## src/rtl/frac_clk_pkg.sv

```systemverilog
package frac_clk_pkg;

  // True when count s is one of the PULSES slots spaced STEP apart from zero.
  function automatic logic slot_hit(input int unsigned s,
                                    input int unsigned step,
                                    input int unsigned pulses);
    return ((s % step) == 0) && ((s / step) < pulses);
  endfunction

endpackage

```

## src/rtl/frac_clk_seq.sv

```systemverilog
module frac_clk_seq #(
  parameter int unsigned DEN = 13,
  parameter int unsigned SW  = $clog2(DEN)
) (
  input  logic          clk,
  input  logic          rst,
  output logic [SW-1:0] state_q,
  output logic [SW-1:0] state_d
);
  localparam logic [SW-1:0] LAST = SW'(DEN - 1);

  // Terminal count and every code above it fold back to zero.
  always_comb begin
    if (state_q >= LAST) state_d = '0;
    else                 state_d = state_q + SW'(1);
  end

  always_ff @(posedge clk) begin
    if (rst) state_q <= '0;
    else     state_q <= state_d;
  end
endmodule

```

## src/rtl/frac_clk_decode.sv

```systemverilog
module frac_clk_decode #(
  parameter int unsigned SW    = 4,
  parameter int unsigned NUM   = 4,
  parameter int unsigned STEP  = 3
) (
  input  logic [SW-1:0] code,
  output logic          hit
);
  logic [NUM-1:0] slot;

  for (genvar k = 0; k < NUM; k++) begin : g_slot
    localparam logic [SW-1:0] POS = SW'(k * STEP);
    assign slot[k] = (code == POS);
  end

  assign hit = |slot;
endmodule

```

## src/rtl/frac_clk_outreg.sv

```systemverilog
module frac_clk_outreg #(
  parameter logic RST_VAL = 1'b1
) (
  input  logic clk,
  input  logic rst,
  input  logic d,
  output logic q
);
  always_ff @(posedge clk) begin
    if (rst) q <= RST_VAL;
    else     q <= d;
  end
endmodule

```

## src/rtl/frac_clk_gen.sv

```systemverilog
module frac_clk_gen #(
  parameter int unsigned DEN = 13,
  parameter int unsigned NUM = 4
) (
  input  logic clk_fast,
  input  logic rst_sync,
  output logic clk_frac
);
  localparam int unsigned SW   = $clog2(DEN);
  localparam int unsigned STEP = DEN / NUM;
  localparam logic        ZERO_HIT = frac_clk_pkg::slot_hit(0, STEP, NUM);

  logic [SW-1:0] state_q;
  logic [SW-1:0] state_d;
  logic          hit_next;

  frac_clk_seq #(.DEN(DEN), .SW(SW)) u_seq (
    .clk     (clk_fast),
    .rst     (rst_sync),
    .state_q (state_q),
    .state_d (state_d)
  );

  // Decode the next state so the registered output lines up with state_q.
  frac_clk_decode #(.SW(SW), .NUM(NUM), .STEP(STEP)) u_dec (
    .code (state_d),
    .hit  (hit_next)
  );

  frac_clk_outreg #(.RST_VAL(ZERO_HIT)) u_oreg (
    .clk (clk_fast),
    .rst (rst_sync),
    .d   (hit_next),
    .q   (clk_frac)
  );
endmodule

```

## config.mk

```make
export PLATFORM = sky130hd
export DESIGN_NAME = frac_clk_gen
export DESIGN_NICKNAME = d
export VERILOG_FILES = /design/src/rtl/frac_clk_pkg.sv /design/src/rtl/frac_clk_seq.sv /design/src/rtl/frac_clk_decode.sv /design/src/rtl/frac_clk_outreg.sv /design/src/rtl/frac_clk_gen.sv
export SDC_FILE = /design/constraint.sdc
export NUM_CORES = 1
export LEC_CHECK = 0
export BUFFER_PORTS_ARGS = -buffer_cell sky130_fd_sc_hd__buf_2
export CORE_AREA = 2 2 39 41
export CTS_CLUSTER_DIAMETER = 30
export DETAILED_ROUTE_END_ITERATION = 6
export DIE_AREA = 0 0 41 43
export GPL_TIMING_DRIVEN = 0
export PLACE_DENSITY = 0.3
export SYNTH_ARGS = -nofsm -noshare
export SYNTH_HDL_FRONTEND = slang
export SYNTH_HIERARCHICAL = 1
export SYNTH_SLANG_ARGS = --single-unit
```

## constraint.sdc

```tcl
create_clock -name clk_fast -period 2.5 [get_ports clk_fast]
set_input_delay 0.125 -clock clk_fast [delete_from_list [all_inputs] [get_ports clk_fast]]
set_output_delay 0.125 -clock clk_fast [all_outputs]
set_load 0.005 [all_outputs]
```

==> results.yml <==
floorplan:
  die_area_mm2: 0.00176
  placeableCoreArea_mm2: 0.00138
  fp.dieW_um: 41
  initial_utilization: 0.171
  placementRows: 14
  die_height_um: 43
  io_pins: 3
sta:
  max_clock_freq_ghz: 0.536
  post-route-min-period_ns: 1.87
  slew-limit-headroom: 0.733
  final_setup_slack_of_the_worst_path_ns: 0.634
  finClkSkew_ns: 0.00265
  setup_viol: 0
  timing_worst_slew_pin_value_ns: 0.398
  finalHoldViolations: 0
  timing.final.max_slew_violations: 0
  finalCritPeriodShare: 0.746
  setup_total_negative_slack_ns: 0
  rsz0062_at_grt: "false"
synth:
  ys_top_cells_by_count: "sky130_fd_sc_hd__dfxtp_1, sky130_fd_sc_hd__a21oi_1, sky130_fd_sc_hd__nand2_1, sky130_fd_sc_hd__nand2b_1, sky130_fd_sc_hd__nor2b_1"
  ys_dominant_reg_cell: "sky130_fd_sc_hd__dfxtp_1"
  yosys.cell_count.top_type: "sky130_fd_sc_hd__dfxtp_1"
  netlist-cell-type-count: 16
  synth-async-reset-ratio: 0
  netlist_area_um2: 236
  ys.warnings.count: 6
  synth.top_cells.by_area: "sky130_fd_sc_hd__dfxtp_1, sky130_fd_sc_hd__and4bb_1, sky130_fd_sc_hd__ha_1"
  yosysSeqAreaShare: 0.423
  synth-edff-count: 0
  syn-num-nets: 27
  synth.top_cell.area_share: 0.423
  syn_inst: 24
  synth.largest_area_cell: "sky130_fd_sc_hd__dfxtp_1"
  syn_avg_cell_area_um2: 9.85
  yosys_register_bits: 5
clocking:
  numCtsBuffers: 3
  cts-root-to-sink-buffers: 2
  number_of_cells_upsized_or_downsized_after_cts: 0
  clock_sink_count: 5
  buffer_count_from_post_cts_setup_fixing: 0
  insertion_delay_ns: 0.24
  clkSlewWorstSetupHoldPaths_ns: 0.04
  count_of_h_tree_levels_built_during_cts: 1
  cts_hold_buffers: 0
  tritoncts: "done"
  cts_root_buffer: "sky130_fd_sc_hd__clkbuf_4"
worst_setup_path:
  r2r_slack_ns: 0.63
  crit_buf_inv: 0
  source_of_the_worst_register_to_register_timing_path: "u_seq/state_q[0]$_SDFF_PP0_"
  crit_path_end_kind: "register"
  crit_path_max_fanout: 3
  cp-startpoint: "u_seq/state_q[0]$_SDFF_PP0_"
  critical_path.startpoint_type: "register"
  path_delay_family: "simple AND/OR/NAND/NOR gates"
  worst_ep_required_time_ns: 2.63
  worstReg2RegEnd: "u_oreg/q$_SDFF_PP1_"
  cp_cell_sequence: "ha_1, or3b_1, nand2_1, and4bb_1, a311o_1, or2_1"
  slowest_delay_ns: 0.39
  critPathArrivalTime_ns: 1.99
  worst_r2r_path_depth: 6
  crit_path_top_delay_cell: "sky130_fd_sc_hd__or3b_1"
  path_class: "reg -> reg"
run:
  max_cap_violations: 0
grt:
  first_global_vias: 144
  global_route_congestion_overflow_total: 0
  grt_pass1_wl_um: 669
  antenna_violations_before_repair: 0
  global_route.usage.total: 0.0663
  grt_max_degree: 7
place:
  place_worst_setup_slack_ns: 0.641
  gp_congestion: 0.568
  portBuffers: 2
  placed_cells: 42
  dpl_cell_area_um2: 267
finish:
  n_antenna_cell: 0
  nets: 34
  layout-area-overhead-vs-synth_pct: 23.8
  final-instance-count-excl-fill: 46
  drive_gt1_frac: 0.200
  fin_area_um2: 293
  nFillCells: 151
drt:
  count_of_vias_placed_by_the_detailed_router: 186
  wl_per_cell_um: 9.28
  remaining_drc_errors: 0
  detailedRoute.firstPassIterationCount: 3
  ant_nets: 0
  dr.first_iter.drc_count: 4
  post_drt_via_cell_ratio: 4.04
  detail_route.wirelength_um: 427
pwr:
  clockPowerShare: 0.443
  internal_power_w: 0.000162
  switching_power_w: 0.0000512
  p_seq_frac: 0.423
  power-per-cell-area_mw_per_mm2: 729
  total_leakage_power_nw: 0.119
  switching_share: 0.240
  power.combinational.fraction: 0.134
  ir_worst_vdd_mv: 0.425
hold_path:
  timing.hold.worst.class: "in -> reg"
  holdPathStages: 2
  holdPathEnd: "u_seq/state_q[2]$_SDFF_PP0_"
  hold_path_startpoint: "rst_sync"
status:
  outcome: "finished, final reports clean"
## logic make-up (layout without fill, tap and decap cells)
group	Yosys count	count (layout)	share of synthesized area
xor+xnor	1	1	0.0370
flops	5	5	0.423
buf+inv	1	7	0.0159
compound gates	5	5	0.153
fa+ha+maj	1	1	0.0529
simple gates	11	11	0.317
## layout by cell type, fill, tap and decap left out
cell type	netlist	layout
sky130_fd_sc_hd__a21boi_0	1	1
sky130_fd_sc_hd__a21oi_1	2	2
sky130_fd_sc_hd__a21oi_2	1	1
sky130_fd_sc_hd__a311o_1	1	1
sky130_fd_sc_hd__and4bb_1	1	1
sky130_fd_sc_hd__buf_2	0	2
sky130_fd_sc_hd__clkbuf_1	0	1
sky130_fd_sc_hd__clkbuf_4	0	3
sky130_fd_sc_hd__dfxtp_1	5	5
sky130_fd_sc_hd__ha_1	1	1
sky130_fd_sc_hd__inv_1	1	1
sky130_fd_sc_hd__nand2_1	2	2
sky130_fd_sc_hd__nand2b_1	2	2
sky130_fd_sc_hd__nand4b_1	1	1
sky130_fd_sc_hd__nor2b_1	2	2
sky130_fd_sc_hd__nor4_1	1	1
sky130_fd_sc_hd__or2_1	1	1
sky130_fd_sc_hd__or3b_1	1	1
sky130_fd_sc_hd__xor2_1	1	1
## power groups by stage
stage | clock [W] | combinational (W) | sequential [W]
after detailed placement | 0 | 0.0000286 | 0.0000915
after floorplan | 0 | 0.0000207 | 0.0000912
final | 0.0000946 | 0.0000286 | 0.0000903
after CTS | 0.0000973 | 0.0000288 | 0.0000902
after global placement | 0 | 0.0000291 | 0.0000916
after global routing | 0.000101 | 0.0000314 | 0.0000914
## cell type report
class                   instances  area, um2  area share
repair buffers                  2       10.0      0.0342
clock buffers                   4       26.3      0.0897
well taps                      16       20.0      0.0684
flip-flops and latches          5        100       0.342
multi-input cells              18        133       0.453
inverters                       1       3.75      0.0128
## layer usage
layer	routed length, um	global-route usage	up-vias
met5	0	0	-
met4	0	0.0200	0
met3	38	0.0942	0
met2	161	0.0563	7
met1	227	0.0868	81
li1	-	-	98
## metrics by stage
| step | util | total power, W | hold WS [ns] |
|---|---|---|---|
| 6_report | 0.212 | 0.000213 | 0.101 |
| 5_1_grt | 0.212 | 0.000223 | 0.108 |
| 4_1_cts | 0.212 | 0.000216 | 0.0958 |
| 3_3_place_gp | 0.193 | 0.000121 | 0.356 |
| 3_5_place_dp | 0.193 | 0.000120 | 0.354 |
| 2_1_floorplan | - | 0.000112 | 0.187 |
## how the worst max path moves through the flow
stage / to / slack [ns] / cells after the start
floorplan: u_oreg/q$_SDFF_PP1_ / 0.74 / 6
global placement: u_oreg/q$_SDFF_PP1_ / 0.64 / 6
detailed placement: u_oreg/q$_SDFF_PP1_ / 0.64 / 6
CTS: u_oreg/q$_SDFF_PP1_ / 0.63 / 6
global route: u_oreg/q$_SDFF_PP1_ / 0.57 / 6
finish: u_oreg/q$_SDFF_PP1_ / 0.63 / 6
## state kept, by name, summed over array words and instances, names as in the netlist
| name | flops |
|---|---|
| u_oreg/q | 1 |
| u_seq/state_q | 4 |
## worst register-to-register path, stage by stage, from the launching register on
cell and delay [ns]:
sky130_fd_sc_hd__dfxtp_1 0.32, sky130_fd_sc_hd__ha_1 0.21, sky130_fd_sc_hd__or3b_1 0.39, sky130_fd_sc_hd__nand2_1 0.14
sky130_fd_sc_hd__and4bb_1 0.23, sky130_fd_sc_hd__a311o_1 0.26, sky130_fd_sc_hd__or2_1 0.22
(Power assumes the default switching activity.)
